File: config.mk
export PLATFORM = sky130hd
export DESIGN_NAME = rpr_resolver
export DESIGN_NICKNAME = d
export VERILOG_FILES = /design/src/rtl/rpr_pkg.sv /design/src/rtl/rpr_rank.sv /design/src/rtl/rpr_arbiter.sv /design/src/rtl/rpr_service.sv /design/src/rtl/rpr_resolver.sv
export SDC_FILE = /design/constraint.sdc
export NUM_CORES = 1
export LEC_CHECK = 0
export BUFFER_PORTS_ARGS = -buffer_cell sky130_fd_sc_hd__buf_2
export CORE_MARGIN = 2
export CORE_UTILIZATION = 55
export DETAILED_ROUTE_END_ITERATION = 12
export GPL_TIMING_DRIVEN = 0
export PLACE_DENSITY = 0.82
export SLEW_MARGIN = 15
export SYNTH_ARGS = -nofsm -noshare
export SYNTH_HDL_FRONTEND = slang
export SYNTH_SLANG_ARGS = --single-unit
File: constraint.sdc
create_clock -name clk -period 5.3 [get_ports clk]
set_clock_uncertainty 0.2 [all_clocks]
set_input_delay 0.265 -clock clk [delete_from_list [all_inputs] [get_ports clk]]
set_output_delay 0.265 -clock clk [all_outputs]
set_load 0.1 [all_outputs]
File: src/rtl/rpr_pkg.sv
package rpr_pkg;

  typedef enum logic [2:0] {
    OP_IDLE,
    OP_EOI_TOP,
    OP_EOI_TOP_ROT,
    OP_EOI_LINE,
    OP_EOI_LINE_ROT,
    OP_SET_BASE
  } rpr_op_e;

  function automatic rpr_op_e rpr_decode(input logic eoi, input logic specific,
                                         input logic rotate, input logic setprio);
    rpr_op_e op;
    op = OP_IDLE;
    if (eoi) begin
      if (specific) op = rotate ? OP_EOI_LINE_ROT : OP_EOI_LINE;
      else          op = rotate ? OP_EOI_TOP_ROT  : OP_EOI_TOP;
    end else if (setprio) begin
      op = OP_SET_BASE;
    end
    return op;
  endfunction

endpackage

File: src/rtl/rpr_rank.sv
module rpr_rank #(
  parameter int N  = 8,
  localparam int LW = $clog2(N)
) (
  input  logic [N-1:0]  set_in,
  input  logic [LW-1:0] base,
  output logic [LW:0]   level
);
  always_comb begin
    logic found;
    logic [LW-1:0] idx;
    found = 1'b0;
    level = LW'(0) + (LW+1)'(N);
    for (int k = 0; k < N; k++) begin
      idx = base + LW'(k);
      if (!found && set_in[idx]) begin
        found = 1'b1;
        level = (LW+1)'(k);
      end
    end
  end
endmodule

File: src/rtl/rpr_arbiter.sv
module rpr_arbiter #(
  parameter int N       = 8,
  parameter int CASCADE = 2,
  parameter bit PRIMARY = 1'b1,
  localparam int LW = $clog2(N)
) (
  input  logic [N-1:0]  req_in,
  input  logic [N-1:0]  mask_in,
  input  logic [N-1:0]  isr_q,
  input  logic [LW-1:0] base_q,
  input  logic          nested_en,
  output logic          pend,
  output logic [LW-1:0] win_line
);
  logic [N-1:0] cand;
  logic [N-1:0] isr_eff;
  logic [LW:0]  cand_lvl;
  logic [LW:0]  isr_lvl;

  assign cand = req_in & ~mask_in;

  generate
    if (PRIMARY) begin : g_primary
      always_comb begin
        isr_eff = isr_q;
        if (nested_en) isr_eff[CASCADE] = 1'b0;
      end
    end else begin : g_secondary
      logic unused_nested;
      assign unused_nested = nested_en;
      assign isr_eff = isr_q;
    end
  endgenerate

  rpr_rank #(.N(N)) u_cand_rank (.set_in(cand),    .base(base_q), .level(cand_lvl));
  rpr_rank #(.N(N)) u_isr_rank  (.set_in(isr_eff), .base(base_q), .level(isr_lvl));

  assign pend     = (cand_lvl < isr_lvl);
  assign win_line = base_q + cand_lvl[LW-1:0];
endmodule

File: src/rtl/rpr_service.sv
module rpr_service #(
  parameter int N = 8,
  localparam int LW = $clog2(N)
) (
  input  logic          clk,
  input  logic          rst_n,
  input  logic          ack_hit,
  input  logic [LW-1:0] win_line,
  input  logic          auto_eoi,
  input  logic          rot_auto_eoi,
  input  logic          cmd_eoi,
  input  logic          cmd_specific,
  input  logic          cmd_rotate,
  input  logic          cmd_setprio,
  input  logic [LW-1:0] cmd_line,
  output logic [N-1:0]  isr_q,
  output logic [LW-1:0] base_q
);
  import rpr_pkg::*;

  rpr_op_e       op;
  logic [LW:0]   top_lvl;
  logic [LW-1:0] top_line;
  logic [N-1:0]  clr_m, set_m, isr_d;
  logic [LW-1:0] base_d;
  logic          cmd_base_we;
  logic          isr_en, base_en;

  rpr_rank #(.N(N)) u_top_rank (.set_in(isr_q), .base(base_q), .level(top_lvl));
  assign top_line = base_q + top_lvl[LW-1:0];

  always_comb begin
    op          = rpr_decode(cmd_eoi, cmd_specific, cmd_rotate, cmd_setprio);
    clr_m       = '0;
    set_m       = '0;
    base_d      = base_q;
    cmd_base_we = 1'b0;
    case (op)
      OP_EOI_TOP, OP_EOI_TOP_ROT: begin
        if (top_lvl != (LW+1)'(N)) begin
          clr_m[top_line] = 1'b1;
          if (op == OP_EOI_TOP_ROT) begin
            base_d      = top_line + 1'b1;
            cmd_base_we = 1'b1;
          end
        end
      end
      OP_EOI_LINE, OP_EOI_LINE_ROT: begin
        clr_m[cmd_line] = 1'b1;
        if (op == OP_EOI_LINE_ROT) begin
          base_d      = cmd_line + 1'b1;
          cmd_base_we = 1'b1;
        end
      end
      OP_SET_BASE: begin
        base_d      = cmd_line + 1'b1;
        cmd_base_we = 1'b1;
      end
      default: ;
    endcase
    if (ack_hit && !auto_eoi) set_m[win_line] = 1'b1;
    if (ack_hit && auto_eoi && rot_auto_eoi && !cmd_base_we)
      base_d = win_line + 1'b1;
    isr_d   = (isr_q & ~clr_m) | set_m;
    isr_en  = ack_hit || (op != OP_IDLE);
    base_en = cmd_base_we || (ack_hit && auto_eoi && rot_auto_eoi);
  end

  always_ff @(posedge clk or negedge rst_n) begin
    if (!rst_n) begin
      isr_q  <= '0;
      base_q <= '0;
    end else begin
      if (isr_en)  isr_q  <= isr_d;
      if (base_en) base_q <= base_d;
    end
  end

  assert_ack_sets_isr_R4: assert property (@(posedge clk) disable iff (!rst_n)
    (ack_hit && !auto_eoi) |=> isr_q[$past(win_line)]);

  assert_auto_eoi_keeps_R5: assert property (@(posedge clk) disable iff (!rst_n)
    (ack_hit && auto_eoi && !cmd_eoi) |=> (isr_q == $past(isr_q)));

  assert_eoi_empty_noop_R7: assert property (@(posedge clk) disable iff (!rst_n)
    (cmd_eoi && !cmd_specific && isr_q == '0 && !ack_hit) |=> (isr_q == '0));

  assert_specific_clears_R8: assert property (@(posedge clk) disable iff (!rst_n)
    (cmd_eoi && cmd_specific && !(ack_hit && !auto_eoi && win_line == cmd_line))
      |=> !isr_q[$past(cmd_line)]);

  assert_set_base_R9: assert property (@(posedge clk) disable iff (!rst_n)
    (cmd_setprio && !cmd_eoi) |=> (base_q == $past(cmd_line) + 1'b1));
endmodule

File: src/rtl/rpr_resolver.sv
module rpr_resolver #(
  parameter int N       = 8,
  parameter int VEC_W   = 8,
  parameter int CASCADE = 2,
  parameter bit PRIMARY = 1'b1,
  localparam int LW = $clog2(N),
  localparam int BW = VEC_W - LW
) (
  input  logic          clk,
  input  logic          rst_n,
  input  logic [N-1:0]  req_in,
  input  logic [N-1:0]  mask_in,
  input  logic [N-1:0]  trig_level,
  input  logic          auto_eoi,
  input  logic          rot_auto_eoi,
  input  logic          nested_en,
  input  logic [BW-1:0] vec_base,
  input  logic          ack,
  input  logic          cmd_eoi,
  input  logic          cmd_specific,
  input  logic          cmd_rotate,
  input  logic          cmd_setprio,
  input  logic [LW-1:0] cmd_line,
  output logic [VEC_W-1:0] vector,
  output logic [N-1:0]  req_clr,
  output logic          irq_out,
  output logic [N-1:0]  in_service
);
  logic          rs_meta, rs_sync;
  logic          pend;
  logic [LW-1:0] win_line;
  logic [N-1:0]  isr_q;
  logic [LW-1:0] base_q;
  logic          ack_hit;
  logic          irq_q;
  logic [LW-1:0] out_line;

  always_ff @(posedge clk or negedge rst_n) begin
    if (!rst_n) begin
      rs_meta <= 1'b0;
      rs_sync <= 1'b0;
    end else begin
      rs_meta <= 1'b1;
      rs_sync <= rs_meta;
    end
  end

  rpr_arbiter #(.N(N), .CASCADE(CASCADE), .PRIMARY(PRIMARY)) u_arb (
    .req_in(req_in), .mask_in(mask_in), .isr_q(isr_q), .base_q(base_q),
    .nested_en(nested_en), .pend(pend), .win_line(win_line));

  assign ack_hit = ack && pend;

  rpr_service #(.N(N)) u_svc (
    .clk(clk), .rst_n(rs_sync), .ack_hit(ack_hit), .win_line(win_line),
    .auto_eoi(auto_eoi), .rot_auto_eoi(rot_auto_eoi), .cmd_eoi(cmd_eoi),
    .cmd_specific(cmd_specific), .cmd_rotate(cmd_rotate),
    .cmd_setprio(cmd_setprio), .cmd_line(cmd_line),
    .isr_q(isr_q), .base_q(base_q));

  always_ff @(posedge clk or negedge rs_sync) begin
    if (!rs_sync) irq_q <= 1'b0;
    else          irq_q <= pend;
  end

  always_comb begin
    out_line = pend ? win_line : LW'(N - 1);
    req_clr  = '0;
    if (ack_hit && !trig_level[win_line]) req_clr[win_line] = 1'b1;
  end

  assign vector     = {vec_base, out_line};
  assign irq_out    = irq_q;
  assign in_service = isr_q;

  assert_irq_needs_cand_R2: assert property (@(posedge clk) disable iff (!rs_sync)
    irq_out |-> $past((req_in & ~mask_in) != '0));

  assert_clr_edge_only_R4: assert property (@(posedge clk) disable iff (!rs_sync)
    ((req_clr & trig_level) == '0) && $onehot0(req_clr));

  assert_spurious_R6: assert property (@(posedge clk) disable iff (!rs_sync)
    (ack && !pend) |-> (vector[LW-1:0] == LW'(N - 1) && req_clr == '0));
endmodule

# Yosys cells after proc, flatten, opt, wreduce, memory -nomap -nowiden
# Cells that the tools add are included.
[word_totals] word_cells=228 mem_bits_rw=0 mem_bits_ro=0 memories=0 in_bits=42 register_bits=14 latchBits=0
[op_classes] add_sub_neg=12 bitwise=5 div=0 shifts=0 n_lt_le_gt_ge=15 mul=0 mux=121 eq_ne=9 reduce_logical=61
[op_table] operator="$mux W4" n=24
[op_table] operator="$bmux W1 S3" n=25
[op_table] operator="$mux W1" n=53
[op_table] operator="$lt A3 B4 Y1 const B" n=11
[op_table] operator="$logic_and A1 B1 Y1" n=30
[op_table] operator="$mux W3" n=9
[op_table] operator="$logic_not A1 Y1" n=24
[op_table] operator="$mux W8" n=3
[op_table] operator="$and A8 B8 Y8" n=2
[op_table] operator="$not A8 Y8" n=2
[op_table] operator="$pmux W8 S2" n=1
[op_table] operator="$add A3 B1 Y3 const B" n=4
[op_table] operator="$add A3 B3 Y3 const B" n=4
[op_table] operator="$demux W1 S3" n=3
[op_table] operator="$ge A3 B1 Y1 const B" n=3
[op_table] operator="$ne A3 B1 Y1 const B" n=3
[op_table] operator="$pmux W3 S3" n=1
[op_table] operator="$or A8 B8 Y8" n=1
[op_table] operator="$add A3 B2 Y3 const B" n=2
[op_table] operator="$add A3 B3 Y3" n=2
[op_table] operator="$eq A3 B2 Y1 const B" n=2
[op_table] operator="$eq A3 B3 Y1 const B" n=2
[op_table] operator="$reduce_and A5 Y1" n=1
[op_table] operator="$lt A4 B4 Y1" n=1
[op_table] operator="other kinds (8)" n=10

# Logic depth before layout (Yosys ltp)
[depth] depth_word=34 depth_mapped=23 depth_no_buf=19

# By module
# From an unflattened synthesis, not the netlist that was laid out.
[unflattened] cells_unflattened=339 area_unflattened_um2=3111.7
[modules_own_cells] module="rpr_rank" n_inst=3 area_each_um2=606.8 cells_each=64 seq_area_each_um2=0.0
[modules_own_cells] module="rpr_service" n_inst=1 area_each_um2=867.1 cells_each=93 seq_area_each_um2=275.3
[modules_own_cells] module="rpr_resolver" n_inst=1 area_each_um2=217.7 cells_each=26 seq_area_each_um2=75.1
[modules_own_cells] module="rpr_arbiter" n_inst=1 area_each_um2=206.4 cells_each=28 seq_area_each_um2=0.0

# Worst setup path before layout
# OpenSTA, ideal clock, no wires.
[synth_timing] kind="register -> output" startpoint="reg u_svc.base_q[1]" endpoint="out req_clr[2]" path_buffers=4 stages_incl_launch_ff=20 slack_ns=-1.285 required_ns=4.835 arrival_ns=6.120 cell_sequence="dfrtp_1 buf_2 clkinv_1 ha_1 buf_6 buf_2 mux4_2 nand2b_1 or2_2 nor2_1 nor2_1 inv_1 ha_1 inv_1 fa_1 clkbuf_1 mux4_2 nor2_1 nand3_1 nor3_1"
[synth_between] elab_chain_cells=30
[synth_lines] element="from (decl)" line="rpr_service.sv:17" source="output logic [LW-1:0] base_q"
[synth_lines] element="from (signal assigned)" line="rpr_service.sv:75" source="if (base_en) base_q <= base_d;"
[synth_lines] element="branches (longest 29 deep; another with $add A3 B1 Y3)"
[synth_lines] element="$mux W8 (*)" line="rpr_resolver.sv:69" source="if (ack_hit && !trig_level[win_line]) req_clr[win_line] = 1'b1;"
[synth_lines] element="to (decl)" line="rpr_resolver.sv:25" source="output logic [N-1:0] req_clr,"
# Every way passes the cells marked *. The select of a mux whose other input is x is not followed.

# Final worst setup path
[layout_timing] startpoint="reg u_svc.base_q[1]" endpoint="out req_clr[2]"
[layout_rtl] element="branches (longest 24 deep; another with $add A3 B1 Y3)"
[layout_rtl] element="$lt A4 B4 Y1 (*)" line="rpr_arbiter.sv:38" source="assign pend = (cand_lvl < isr_lvl);"
[layout_rtl] element="via pend" line="rpr_resolver.sv:30" source="logic pend;"
[layout_rtl] element="$logic_and A1 B1 Y1 (*)" line="rpr_resolver.sv:52" source="assign ack_hit = ack && pend;"
[layout_rtl] element="$logic_and A1 B1 Y1 (*)" line="rpr_resolver.sv:69"
[layout_rtl] element="$mux W8 (*)" line="rpr_resolver.sv:69"
# Mark *: on every way through the listed nets, which the timed path passes. The select of a mux whose other input is x is not followed.

==> metrics <==
drt first pass iters 4; Post-Layout Cell Count 443; Clk pin slew, worst setup/hold paths around 0.07 ns; Slew HR between 60% and 70%; Reg-to-Reg Start u_svc.base_q[1]; CP endpoint kind primary output; crit share post-route a little over nine tenths; routability cong. between 0.9 and 1; number of global-route vias before repair between 2,000 and 3,000; post-DR vias/cell approximately 6; number of diodes 0; routed via count roughly 2,700; clk buf depth 2; Synthesized Nets between 300 and 400; Synth Cell Area 0.00270 sq mm; post-DP HPWL 5.87 mm; ys flop type dfrtp_1; flops & latches, synth 14; Tmin final roughly 5 ns; CP Launch Type flop; Worst-Margin Slew between 0.5 and 0.6 ns; Post-Synth Adder-Cell Area under 10%; Area contributors post-synth mux4_2 16%, dfrtp_1 13%, mux2i_1 7.4%; Distinct cells, synth 61; Avg Synthesized Cell Area about 9 sq um; worst skew pair latency between 0.2 and 0.3 ns; CP most frequent cell a211oi_2; CTS root buffer clkbuf_8; crit-path cells buf_6 > clkinv_4 > ha_4 > buf_12 > mux4_2 > inv_1 > nor2_1 > a211oi_2 > a211oi_1 > or3_1 > ha_1 > a211oi_2 > o31ai_1 > a211oi_2 > or2_1 > buf_6 > nand3_4 > nor3_4 > buf_12; Max Transition Viols Final 0; CP arrival 4.64 ns; post-synth top area cell mux4_2; CTS Sinks 14; die height roughly 74 um; first-pass GRT wire length ~12 mm; TNS Setup 0 ns; final hold viol count 0; Initial DRC Count between 150 and 200; Max Fclk between 0.15 and 0.2 GHz; initial antenna violation count 0; Worst Setup SP u_svc.base_q[1]; Cells after Synth 301; Synth Area in Simple Gates between 20% and 30%; Initial Utilization a little under three fifths; CTS tree yes; Seq/Total Area, Yosys about 13%; WP depth 19; Reg2Reg Depth 20; crit path kind flop to primary output; XOR/XNOR share of the synthesized area under 10%; post-synth top area share ~16%; most common cell after layout, fill and taps aside buf_2; final core area utilization 73.2%; number of top-level pins 67; Area growth syn-to-layout 28.2%; largest net degree at the start of global routing 17; crit-path leading delay family simple AND/OR/NAND/NOR gates; status finished, final reports clean; htree depth 1; Hold WC Path Type flop to asynchronous set/reset pin; share of cells above drive strength 1 about 40%; Max-Cap Viols 0; CP required a little under 5 ns; Final setup viols 0; die area ~0.0055 sq mm; routed len/inst ~17 um; compound-gate portion of the synthesized area 18.0%; Crit path buffers/inverters 6; reg2reg setup slack ~0.23 ns; Synthesis Warnings 0; EDFF count, synth 0; mux share of post-synthesis cell area roughly 31%; critical-path maximum fanout 16; CP max stage delay approximately 0.52 ns; Max stage delay cell, worst path mux4_2; # DRC 0; Remaining Overflow, GRT 0; Global Route Usage Sum about 28%; Final Net Count 430; Post-DRT Antenna Nets 0; main combinational cell family by area after synthesis multiplexers; Total Wirelength between 7 and 8 mm; worst flop-to-flop path endpoint u_svc.base_q[1]; TritonCTS Buffers 3; commonest cells after routing, fill and taps aside 53 x buf_2, 27 x nand2_1, 20 x nor2_1; FFs w/ async S/R, synth 100%; Core ar. between 0.004 and 0.005 sq mm; IO buf count 60; FP Rows 25; DP Cell Count ~430; Die Wd roughly 74 um
-- worst register-to-register path, delay by kind of cell (launching register included) --
kind | cells | cell delay, ns
DFF | 1 | 0.43
and+or+nand+nor | 4 | 0.78
buffers and inverters | 5 | 0.73
AOI/OAI and AO/OA | 5 | 0.99
adders and majority gates | 3 | 0.83
muxes | 3 | 1.00
-- registers in the layout, summed over array words and instances, names as in the netlist --
register	flops
u_svc.base_q	3
u_svc.isr_q	8
rs_meta	1
rs_sync	1
irq_out	1
-- worst max path at each step --
stage	to	slack, ns
6_report	req_clr[2]	0.19
5_1_grt	req_clr[2]	-0.02
4_1_cts	req_clr[7]	0.009
3_5_place_dp	req_clr[2]	-0.66
3_3_place_gp	req_clr[2]	-0.56
2_1_floorplan	req_clr[4]	-0.37
-- layout make-up --
class                      instances  area [sq um]
fill                             351          1270
inverter                          14          61.3
multi-input combinational        253          2290
buffer                            17           153
tap                               67          83.8
timing repair buffer              74           467
clock buffer                       4          55.1
sequential                        14           350
-- layer usage --
| metal | track usage (%) | wire [um] | up-vias |
|---|---|---|---|
| met5 | 0 | 0 | - |
| met1 | 32.1 | 3010 | 1300 |
| li1 | - | - | 1291 |
| met4 | 7.27 | 149 | 0 |
| met2 | 54.4 | 4040 | 123 |
| met3 | 2.30 | 457 | 20 |
-- through the flow --
stage	hold WS (ns)	worst slack, ns	cell area [sq um]
2_1_floorplan	-0.231	-0.370	2740
5_1_grt	0.0574	-0.0239	3460
6_report	0.00722	0.193	3460
3_3_place_gp	-0.149	-0.558	3120
3_5_place_dp	-0.147	-0.663	3120
4_1_cts	0.0205	0.00859	3240
-- kinds of logic (layout without fill, tap and decap cells) --
logic type | after synthesis | in the layout
and+or+nand+nor | 110 | 110
AOI/OAI and AO/OA | 66 | 66
muxes | 55 | 55
buffers and inverters | 34 | 109
DFF | 14 | 14
adders and majority gates | 11 | 11
xor gates and xnor gates | 10 | 10
other | 1 | 1
-- cells in the mapped netlist, drive strengths merged, types with 3 or more instances --
| cell type | instances |
|---|---|
| xor2 | 4 |
| nand3 | 4 |
| a31oi | 3 |
| o21ai | 13 |
| o221ai | 5 |
| nand2b | 12 |
| nor3b | 3 |
| ha | 9 |
| buf | 14 |
| nand2 | 27 |
| o31ai | 4 |
| nor3 | 7 |
| mux4 | 21 |
| nand4b | 3 |
| a211oi | 6 |
| clkbuf | 6 |
| mux2 | 14 |
| dfrtp | 14 |
| mux2i | 20 |
| inv | 12 |
| o22ai | 4 |
| nor2 | 27 |
| a21oi | 11 |
| xnor2 | 6 |
| nor2b | 14 |
| or2 | 3 |
-- repair_timing --
item | 4_1_cts | 5_1_grt
setup buffers | 0 | 13
setup endpoints to repair | 16 | 11
gates resized for setup | 19 | 26
hold buffers | 1 | 0
endpoints found under the hold margin | 2 | 0
pin swaps | 0 | 10
Power is not shown: default switching activity piles up to over one toggle a cycle in this logic, so the estimate is an artifact.
